$ cat config.mk
export PLATFORM = sky130hd
export DESIGN_NAME = bus_mode_decoder
export DESIGN_NICKNAME = d
export VERILOG_FILES = /design/src/rtl/bmd_pkg.sv /design/src/rtl/bmd_mode_ctrl.sv /design/src/rtl/bmd_region_decode.sv /design/src/rtl/bmd_strobe_gen.sv /design/src/rtl/bus_mode_decoder.sv
export SDC_FILE = /design/constraint.sdc
export NUM_CORES = 1
export LEC_CHECK = 0
export CAP_MARGIN = 20
export CORE_ASPECT_RATIO = 0.75
export CORE_MARGIN = 8
export CORE_UTILIZATION = 33
export CTS_BUF_LIST = sky130_fd_sc_hd__clkbuf_16
export CTS_CLUSTER_SIZE = 16
export DETAILED_ROUTE_END_ITERATION = 8
export GPL_ROUTABILITY_DRIVEN = 0
export PLACE_DENSITY = 0.76
export SETUP_SLACK_MARGIN = 0.05
export SLEW_MARGIN = 25
export SYNTH_ARGS = -nofsm -noshare
export SYNTH_HDL_FRONTEND = slang
export SYNTH_SLANG_ARGS = --single-unit
$ cat constraint.sdc
create_clock -name clk -period 1.45 [get_ports clk]
set_input_delay 0.145 -clock clk [delete_from_list [all_inputs] [get_ports clk]]
set_output_delay 0.145 -clock clk [all_outputs]
set_load 0.02 [all_outputs]
$ cat src/rtl/bmd_pkg.sv
package bmd_pkg;
  localparam int SEL_W = 5;
  localparam int SEL_ROM  = 0;
  localparam int SEL_RAM  = 1;
  localparam int SEL_DISP = 2;
  localparam int SEL_IO   = 3;
  localparam int SEL_FONT = 4;

  // Internal region bounds, indexed by select bit
  localparam logic [31:0] REG_LO [SEL_W] = '{32'h000000, 32'h00C000, 32'h00D800, 32'h00FF00, 32'h010000};
  localparam logic [31:0] REG_HI [SEL_W] = '{32'h00BFFF, 32'h00D7FF, 32'h00F7FF, 32'h00FFFF, 32'h0EFFFF};

  // External windows
  localparam logic [31:0] MCU_EXT_LO = 32'h100000;
  localparam logic [31:0] MCU_EXT_HI = 32'h3FFFFF;
  localparam logic [31:0] MPU_EXT_LO = 32'h0F0000;
  localparam logic [31:0] MPU_EXT_HI = 32'h2FFFFF;

  typedef struct packed {
    logic [SEL_W-1:0] sel;
    logic             ext;
    logic             miss;
  } dec_t;
endpackage

$ cat src/rtl/bmd_mode_ctrl.sv
module bmd_mode_ctrl (
  input  logic clk,
  input  logic rst,
  input  logic mode_pin,
  input  logic cfg_we,
  input  logic cfg_single,
  input  logic cfg_pullup,
  output logic mpu_q,
  output logic single_q,
  output logic pullup_q
);
  always_ff @(posedge clk) begin
    if (rst) begin
      mpu_q    <= ~mode_pin;
      single_q <= mode_pin;
      pullup_q <= 1'b0;
    end else if (cfg_we) begin
      pullup_q <= cfg_pullup;
      single_q <= cfg_single & ~mpu_q;
    end
  end
endmodule

$ cat src/rtl/bmd_region_decode.sv
module bmd_region_decode
  import bmd_pkg::*;
#(
  parameter int ADDR_W = 22
) (
  input  logic [ADDR_W-1:0] addr,
  input  logic              mpu,
  input  logic              single,
  output dec_t              dec
);
  localparam int PAD_W = 32 - ADDR_W;

  logic [31:0]      a32;
  logic [SEL_W-1:0] in_win;
  logic             ext_mcu;
  logic             ext_mpu;

  assign a32 = {{PAD_W{1'b0}}, addr};

  for (genvar i = 0; i < SEL_W; i++) begin : g_win
    assign in_win[i] = (a32 >= REG_LO[i]) && (a32 <= REG_HI[i]);
  end

  assign ext_mcu = (a32 >= MCU_EXT_LO) && (a32 <= MCU_EXT_HI);
  assign ext_mpu = in_win[SEL_ROM] || ((a32 >= MPU_EXT_LO) && (a32 <= MPU_EXT_HI));

  always_comb begin
    dec.sel          = in_win;
    dec.sel[SEL_ROM] = in_win[SEL_ROM] & ~mpu;
    if (single)   dec.ext = 1'b0;
    else if (mpu) dec.ext = ext_mpu;
    else          dec.ext = ext_mcu;
    dec.miss = ~(|dec.sel) & ~dec.ext;
  end
endmodule

$ cat src/rtl/bmd_strobe_gen.sv
module bmd_strobe_gen
  import bmd_pkg::*;
(
  input  logic             clk,
  input  logic             rst,
  input  dec_t             dec,
  input  logic             rd,
  input  logic             wr,
  input  logic             pullup_q,
  output logic [SEL_W-1:0] int_sel,
  output logic             ext_ce_n,
  output logic             ext_rd_n,
  output logic             ext_wr_n,
  output logic             data_oe,
  output logic             data_pullup,
  output logic             unmapped
);
  logic access;
  logic ext_hit;
  logic ext_write;

  assign access    = rd | wr;
  assign ext_hit   = access & dec.ext;
  assign ext_write = ext_hit & wr & ~rd;

  always_ff @(posedge clk) begin
    if (rst) begin
      int_sel     <= '0;
      ext_ce_n    <= 1'b1;
      ext_rd_n    <= 1'b1;
      ext_wr_n    <= 1'b1;
      data_oe     <= 1'b0;
      data_pullup <= 1'b0;
      unmapped    <= 1'b0;
    end else begin
      int_sel     <= access ? dec.sel : '0;
      ext_ce_n    <= ~ext_hit;
      ext_rd_n    <= ~(ext_hit & rd);
      ext_wr_n    <= ~ext_write;
      data_oe     <= ext_write;
      data_pullup <= pullup_q & ~ext_hit;
      unmapped    <= access & dec.miss;
    end
  end
endmodule

$ cat src/rtl/bus_mode_decoder.sv
module bus_mode_decoder
  import bmd_pkg::*;
#(
  parameter int ADDR_W = 22
) (
  input  logic              clk,
  input  logic              rst,
  input  logic              mode_pin,
  input  logic              cfg_we,
  input  logic              cfg_single,
  input  logic              cfg_pullup,
  input  logic [ADDR_W-1:0] cpu_addr,
  input  logic              cpu_rd,
  input  logic              cpu_wr,
  output logic [SEL_W-1:0]  int_sel,
  output logic              ext_ce_n,
  output logic              ext_rd_n,
  output logic              ext_wr_n,
  output logic              data_oe,
  output logic              data_pullup,
  output logic              gpio_free,
  output logic              unmapped
);
  logic mpu_q;
  logic single_q;
  logic pullup_q;
  dec_t dec;

  bmd_mode_ctrl u_mode (
    .clk        (clk),
    .rst        (rst),
    .mode_pin   (mode_pin),
    .cfg_we     (cfg_we),
    .cfg_single (cfg_single),
    .cfg_pullup (cfg_pullup),
    .mpu_q      (mpu_q),
    .single_q   (single_q),
    .pullup_q   (pullup_q)
  );

  bmd_region_decode #(.ADDR_W(ADDR_W)) u_dec (
    .addr   (cpu_addr),
    .mpu    (mpu_q),
    .single (single_q),
    .dec    (dec)
  );

  bmd_strobe_gen u_strb (
    .clk         (clk),
    .rst         (rst),
    .dec         (dec),
    .rd          (cpu_rd),
    .wr          (cpu_wr),
    .pullup_q    (pullup_q),
    .int_sel     (int_sel),
    .ext_ce_n    (ext_ce_n),
    .ext_rd_n    (ext_rd_n),
    .ext_wr_n    (ext_wr_n),
    .data_oe     (data_oe),
    .data_pullup (data_pullup),
    .unmapped    (unmapped)
  );

  assign gpio_free = single_q;
endmodule

Word-level counts from Yosys, hierarchy flattened --
Index checks and enable logic that the tools add are counted.
Cells by class: add/sub/neg operators 0, multipliers 0, divide/modulo/power cells 0, $lt $le $gt $ge 14, equal/unequal tests 0, shift-type cells 0, muxes and demuxes 4, bitwise gates (word level) 19, reductions and logical operators 11
Operator list (number):
- 22-bit by 16-bit <= comparator with 1-bit output (second input constant) | 4
- 22-bit by 16-bit >= comparator with 1-bit output (second input constant) | 3
- 22-bit <= comparator (second input constant) | 2
- 22-bit by 1-bit >= comparator with 1-bit output (second input constant) | 1
- 22-bit by 17-bit >= comparator with 1-bit output (second input constant) | 1
- 22-bit by 20-bit >= comparator with 1-bit output (second input constant) | 1
- 22-bit by 21-bit >= comparator with 1-bit output (second input constant) | 1
- 22-bit by 20-bit <= comparator with 1-bit output (second input constant) | 1
- 1-bit AND | 9
- 1-bit NOT | 9
- 1-bit logical AND | 7
- 5-bit OR reduction | 1
- 1-bit 2-to-1 mux | 4
- 2-bit nonzero test | 1
- 2-bit OR reduction | 1
- 1-bit logical OR | 1
- 1-bit OR | 1
Storage, ports and cells: bits in registers 14, bits in latches 0, memory bits (writable) 0, memory bits (read-only) 0, input bits 30, logic and storage cells 58, memories 0

Depth between registers and ports, before layout --
Gate-level depths: netlist (run 1).
depth after elaboration 9, depth in mapped cells 5, gate-level depth less buffers 4

Hierarchy --
From an unflattened synthesis (run 1), not the netlist that was laid out.
Second synthesis, totals: cell total of the unflattened synthesis 57, area total of the unflattened synthesis 589.3 µm²
Modules (own cells, without submodules):
- bmd_strobe_gen | instances 1, cells each 25, area each 320.3 µm², seq. area each 220.2 µm²
- bmd_region_decode | instances 1, cells each 22, area each 150.1 µm², seq. area each 0.0 µm²
- bmd_mode_ctrl | instances 1, cells each 10, area each 118.9 µm², seq. area each 80.1 µm²

Least setup slack after synthesis (run 1) --
Ideal clock, no wire load.
path type in2reg, start point input cpu_addr[20], end point register u_strb.unmapped, setup time 0.134 ns, arrival time 1.085 ns, data required time 1.316 ns, path slack 0.231 ns, cell stages on the path 4, buffers on the path 0, cells stage by stage or2_2 -> or3_2 -> o311ai_0 -> a211oi_1
Between the ends: word-level cells in the longest chain between the ends 8
Ends and longest elaborated chain:
- start: declaration | RTL line bus_mode_decoder.sv:12 | input logic [ADDR_W-1:0] cpu_addr,
- 22-bit by 1-bit >= comparator with 1-bit output, or another cell as far along | RTL line bmd_region_decode.sv:21 | assign in_win[i] = (a32 >= REG_LO[i]) && (a32 <= REG_HI[i]);
- 1-bit logical AND, on equally long branches | RTL line bmd_region_decode.sv:21, bmd_region_decode.sv:25
- 1-bit logical OR | RTL line bmd_region_decode.sv:25 | assign ext_mpu = in_win[SEL_ROM] || ((a32 >= MPU_EXT_LO) && (a32 <= MPU_EXT_HI));
- 1-bit 2-to-1 mux | RTL line bmd_region_decode.sv:31 | else if (mpu) dec.ext = ext_mpu;
- 1-bit 2-to-1 mux | RTL line bmd_region_decode.sv:30 | if (single) dec.ext = 1'b0;
- 1-bit NOT | RTL line bmd_region_decode.sv:33 | dec.miss = ~(|dec.sel) & ~dec.ext;
- 1-bit AND * | RTL line bmd_region_decode.sv:33
- 1-bit AND * | RTL line bmd_strobe_gen.sv:42 | unmapped <= access & dec.miss;
- end signal: assignment | RTL line bmd_strobe_gen.sv:42
- end: declaration | RTL line bmd_strobe_gen.sv:16 | output logic unmapped
Mark *: on every way between the ends. The rest lies on a longest branch, timed or not. A chain may end at the register's enable or synchronous reset.

Final worst setup path (run 1) --
Same ends and word-level chain as after synthesis.

==> results of run 1 <==
## report_power, final
group	internal, mW	switching [mW]	leakage, nW
Clock	0.364	0.150	0.0423
Combinational	0.109	0.0792	0.270
Sequential	0.412	0.0101	0.118
Total	0.885	0.239	0.431
## sequential cells by signal, summed over array words and instances, names as in the netlist
| name | count |
|---|---|
| u_strb.int_sel | 5 |
| u_mode.mpu_q | 1 |
| u_mode.pullup_q | 1 |
| u_mode.single_q | 1 |
| u_strb.data_oe | 1 |
| u_strb.data_pullup | 1 |
| u_strb.ext_ce_n | 1 |
| u_strb.ext_rd_n | 1 |
| u_strb.ext_wr_n | 1 |
| u_strb.unmapped | 1 |
## metal layers
layer  GRT usage [%]  routed length [um]  up-vias
li1                -                   -      298
met1            12.0                 728      254
met2            15.5                 730       24
met3            3.58                 115        6
met4            5.42                  44        0
met5               0                   0        -
## worst reg2reg max path, stage by stage (launching register included)
cell	delay (ns)
edfxtp_1	0.47
nor2_2	0.09
a311oi_4	0.38
and4bb_1	0.23
## Yosys cell counts, types with 2 or more instances
cell and n:
a21oi_1 3, dfxtp_1 12, edfxtp_1 2, nor2_1 6, or2_2 3, nand3b_1 2
inv_1 2, nand2_1 4
## layout make-up
| type | instances | share of cell area, % |
|---|---|---|
| Timing Repair Buffer | 41 | 34.0 |
| Sequential cell | 14 | 26.6 |
| Clock buffer | 3 | 6.65 |
| Tap cell | 22 | 2.44 |
| Inverter | 2 | 0.665 |
| Clock inverter | 1 | 0.333 |
| Multi-Input combinational cell | 40 | 29.3 |
## stage by stage
step           hold slack [ns]  util (%)  setup TNS [ns]  area, um^2  setup WS, ns
5_1_grt                  0.478      65.5               0        1130        0.0534
4_1_cts                  0.446      64.4               0        1110        0.0561
2_1_floorplan            0.215         -               0         604         0.231
3_3_place_gp             0.448      59.1           -2.30        1020        -0.266
3_5_place_dp             0.438      59.1           -2.73        1020        -0.333
6_report                 0.442      65.5               0        1130         0.100
## cells by family after synthesis
family	count (synthesis)	share of synthesized area, %
simple gates	28	31.5
flops	14	49.7
compound gates	10	13.9
buf+inv	3	1.86
xor+xnor	1	1.45
mux	1	1.66
## worst min path at each step
stage,startpoint,endpoint,slack (ns),cells after the start
final,u_mode.pullup_q$_SDFFE_PP0P_,u_strb.data_pullup$_SDFF_PP0_,0.44,2
after global routing,u_mode.pullup_q$_SDFFE_PP0P_,u_strb.data_pullup$_SDFF_PP0_,0.48,2
after CTS,u_mode.pullup_q$_SDFFE_PP0P_,u_strb.data_pullup$_SDFF_PP0_,0.45,2
after detailed placement,u_mode.pullup_q$_SDFFE_PP0P_,u_strb.data_pullup$_SDFF_PP0_,0.44,2
after global placement,u_mode.pullup_q$_SDFFE_PP0P_,u_strb.data_pullup$_SDFF_PP0_,0.45,2
after floorplan,cpu_addr[13],u_strb.int_sel[1]$_SDFF_PP0_,0.21,1
## what timing repair did
action                                  4_1_cts  5_1_grt
resized for setup                            10        5
setup buffers                                 0        0
endpoints found under the setup margin       10        8
pin swaps                                     5        1
==> flow_summary.toml, run 1 <==
[floorplan]
dieArea_um2 = 3470
io_pins = 42
coreArea_um2 = 1720
die_h_um = 53.1
initial_utilization_pct = 35.1
die_w_um = 65.4
rows = 13

[flow_run]
maxCapViolCount = 0

[placement]
place_inst = 119
hpwlAfterDp_um = 1340
port_buffers = 33

[synth]
synth_edf_count = 2
syn_avg_cell_area_um2 = 10.6
synth.area.top_cells = "dfxtp_1, edfxtp_1, a311oi_4, nor2_1, nor4_4"
synth_area_um2 = 604
yosys_warnings = 0
synthesis.nets = 87
synth_seq_area_share_pct = 49.7
synthCells = 57
synth_top_area_cell = "dfxtp_1"
synthFlopType = "dfxtp_1"
synth_top_cell_area_share_pct = 39.8
synthArstFlopShare_pct = 0
synth_seq_cells = 14
synth_cell_types = 31

[global_routing]
grt_max_degree = 11
grt_overflow_total = 0
grtUsageTotal_pct = 10.0
grt_pass1_vias = 601
grt_pass1_wl_um = 2740
antenna_found_initial = 0

[cells_and_area]
final_common_cell = "clkdlybuf4s50_1"
multiInputGateArea_um2 = 330
fin_nets = 132
syn_to_final_growth_pct = 86.7
fillers = 152
antenna_cells = 0
finalNonFillerCells = 123
final_cell_mix = "clkdlybuf4s50_1, dfxtp_1, buf_4"
layout-drive-gt1-share_pct = 25.7
seqCellArea_um2 = 300

[cts]
worst_skew_pair.late_latency_ns = 0.24
cts-buffers-inserted = 3
cts_tree = "done"
clock_path_buffers = 2
root_buffer = "clkbuf_16"
cts-hold-fix-buffers = 0
htreeDepth = 1
cts.sinks = 14
clk_pin_slew_ns = 0.05

[setup_path]
cp.required_ns = 1.56
regToRegSetupSlack_ns = 0.22
cp-end-kind = "flop"
max_stage_delay_ns = 0.41
cp-endpoint = "u_strb.unmapped$_SDFF_PP0_"
start_kind = "input pin"
r2r.worst_path.cells = 3
cp_cell_sequence = "clkdlybuf4s50_1 -> or2_2 -> or3_4 -> o311ai_2 -> a211oi_1"
cp_data_arrival_time_ns = 1.46
crit_family = "simple AND/OR/NAND/NOR gates"
cp_slowest_cell = "clkdlybuf4s50_1"
r2r_start = "u_mode.mpu_q$_DFFE_PP_"
r2r_end = "u_strb.data_oe$_SDFF_PP0_"
cp_num_cells = 5
path_max_fanout = 3
crit_type = "input pin to flop"
startpoint = "cpu_addr[20]"
path_buf_inv = 1

[routing]
vias = 582
drc = 0
first_iter_violations = 4
post_drt_wl_per_cell_um = 13.2
routed_wl_um = 1620
postRouteAntennaNets = 0
vias_per_cell = 4.73
first_pass_iters = 2

[outcome]
status = "finished, final reports clean"

[power]
vdd_drop_max_v = 0.000652
power_density_nw_per_um2 = 996
finalPower_mw = 1.12
p_leak_nw = 0.431

[sta]
fin_crit_ns = 1.35
setup_violations = 0
slew_violations = 0
worst_pin_slew_ns = 0.352
relSlewSlack_pct = 76.6
rsz0062_at_grt = "false"
clock.fmax_ghz = 0.741
hold_viol = 0
layout_worst_path_cycle_share_pct = 93.1
finClkSkew_ns = 0.00522

[hold_path]
hp-class = "flop to flop"
(Power assumes the default switching activity.)
==> run 2, diff against run 1 <==
- CORE_UTILIZATION: 33 -> 30
- PLACE_DENSITY: 0.76 -> 0.73
- clock period: 1.45 -> 1.15 ns (I/O delays scaled with it)
==> run 2 against run 1 <==
Against the previous run: the flow now finishes with violations (setup timing); critical path depth fell by 2; sequential share of layout area fell by 2.1 points; global-route usage barely moved; critical path type is now flop to flop; critical endpoint unchanged; largest cell class unchanged; highest routed layer unchanged.
==> flow_summary.toml, run 2 (same netlist as run 1, synthesis figures left out) <==
[routing]
first_iter_violations = 6
vias_per_cell = 4.69
postRouteAntennaNets = 0
post_drt_wl_per_cell_um = 13.6
drc = 0
first_pass_iters = 4
vias = 619
routed_wl_um = 1790

[setup_path]
cp_cell_sequence = "a311oi_4 -> buf_4 -> a211oi_2"
max_stage_delay_ns = 0.47
cp_data_arrival_time_ns = 1.33
path_max_fanout = 6
start_kind = "flop"
crit_type = "flop to flop"
cp_slowest_cell = "edfxtp_1"
cp.required_ns = 1.26
cp-end-kind = "flop"

[placement]
place_inst = 123
port_buffers = 33
hpwlAfterDp_um = 1330

[global_routing]
grt_max_degree = 11
grt_pass1_wl_um = 2840
antenna_found_initial = 0
grt_pass1_vias = 646
grtUsageTotal_pct = 10.0
grt_overflow_total = 0

[floorplan]
die_h_um = 54.9
dieArea_um2 = 3720
rows = 14
io_pins = 42
initial_utilization_pct = 30.8
coreArea_um2 = 1960
die_w_um = 67.8

[sta]
relSlewSlack_pct = 76.5
clock.fmax_ghz = 0.822
layout_worst_path_cycle_share_pct = 106
finClkSkew_ns = 0.00333
worst_pin_slew_ns = 0.353
setup_violations = 2
rsz0062_at_grt = "true"
slew_violations = 0
fin_crit_ns = 1.22
hold_viol = 0
whs_ns = 0.307
setup_ws_ns = -0.0661

[power]
sw_frac_of_total_pct = 21.4
p_sw_mw = 0.309
power_density_nw_per_um2 = 1170
clkPwrFrac_pct = 44.4
power_frac_comb_pct = 18.7
sequentialPowerShare_pct = 36.9
vdd_drop_max_v = 0.000806
p_leak_nw = 0.546
internal_power_mw = 1.13

[cells_and_area]
antenna_cells = 0
largest_reg_flops = 5
final_cell_mix = "buf_4, clkdlybuf4s50_1, dlygate4sd2_1"
syn_to_final_growth_pct = 103
finalNonFillerCells = 132
regMostFlops = "u_strb.int_sel"
layout-drive-gt1-share_pct = 39.8
final_common_cell = "buf_4"
fin_nets = 139

[cts]
cts_tree = "done"
cts-buffers-inserted = 3
clock_path_buffers = 2
cts-hold-fix-buffers = 0
htreeDepth = 1
root_buffer = "clkbuf_16"
worst_skew_pair.late_latency_ns = 0.24
cts.sinks = 14
clk_pin_slew_ns = 0.04

[hold_path]
hp-class = "input pin to flop"

[flow_run]
maxCapViolCount = 0

[outcome]
status = "complete, but fails checks"
violations = "setup timing"
## run 2: cell count changes in the layout (fill, tap and decap cells not counted), sizes merged
cell,delta
dlygate4sd2,+8
clkdlybuf4s50,-15
clkdlybuf4s15,+1
buf,+11
dlymetal6s2s,+2
## run 2: path summary, 6_finish.rpt
| check | startpoint | to | slack [ns] | cells past startpoint |
|---|---|---|---|---|
| setup reg to reg | u_mode.mpu_q$_DFFE_PP_ | u_strb.unmapped$_SDFF_PP0_ | -0.07 | 3 |
| hold / removal | cpu_addr[19] | u_strb.ext_ce_n$_SDFF_PP1_ | 0.31 | 5 |
| setup / recovery | u_mode.mpu_q$_DFFE_PP_ | u_strb.unmapped$_SDFF_PP0_ | -0.07 | 3 |
| hold reg to reg | u_mode.pullup_q$_SDFFE_PP0P_ | u_strb.data_pullup$_SDFF_PP0_ | 0.45 | 2 |
## run 2: timing repair
item | CTS | global route
gates resized for setup | 44 | 10
endpoints found under the setup margin | 23 | 11
hold endpoints to repair | 0 | 0
pin swaps | 14 | 12
setup buffers | 5 | 2
## run 2: critical path: cells and delay by family, from the launching register on
family | cells | cell delay [ns]
flops | 1 | 0.47
compound gates | 2 | 0.44
buf+inv | 1 | 0.18
## run 2: per-layer routing
| layer | global-route usage [%] | up-vias | share of wire (%) | wire, um |
|---|---|---|---|---|
| li1 | - | 313 | - | - |
| met1 | 9.95 | 279 | 41 | 727 |
| met2 | 18.7 | 22 | 51 | 912 |
| met3 | 2.45 | 5 | 6.0 | 107 |
| met4 | 6.44 | 0 | 2.6 | 46 |
| met5 | 0 | - | 0 | 0 |
## run 2: power by group through the flow
| stage | registers, mW | clock network [mW] | logic (mW) |
|---|---|---|---|
| CTS | 0.532 | 0.654 | 0.251 |
| floorplan | 0.559 | 0 | 0.0693 |
| global placement | 0.540 | 0 | 0.236 |
| detailed placement | 0.541 | 0 | 0.240 |
| global route | 0.533 | 0.675 | 0.286 |
| finish | 0.531 | 0.640 | 0.270 |
## run 2: stage by stage
| stage | setup slack, ns | instance area (um^2) | setup TNS [ns] | util, % | power (mW) |
|---|---|---|---|---|---|
| final | -0.0661 | 1230 | -0.0767 | 62.5 | 1.44 |
| after global routing | -0.105 | 1230 | -0.267 | 62.5 | 1.49 |
| after CTS | -0.0707 | 1190 | -0.191 | 60.8 | 1.44 |
| after detailed placement | -0.595 | 1050 | -5.77 | 53.4 | 0.781 |
| after global placement | -0.547 | 1050 | -5.35 | 53.4 | 0.776 |
| after floorplan | 0.00239 | 616 | 0 | - | 0.629 |
## run 2: area by class of cell
type	instances	area [um^2]
flip-flops and latches	14	300
fillers	175	736
inverters	2	7.51
clock buffers	3	75.1
multi-input cells	40	370
repair buffers	48	439
clock inverters	1	3.75
well taps	24	30.0
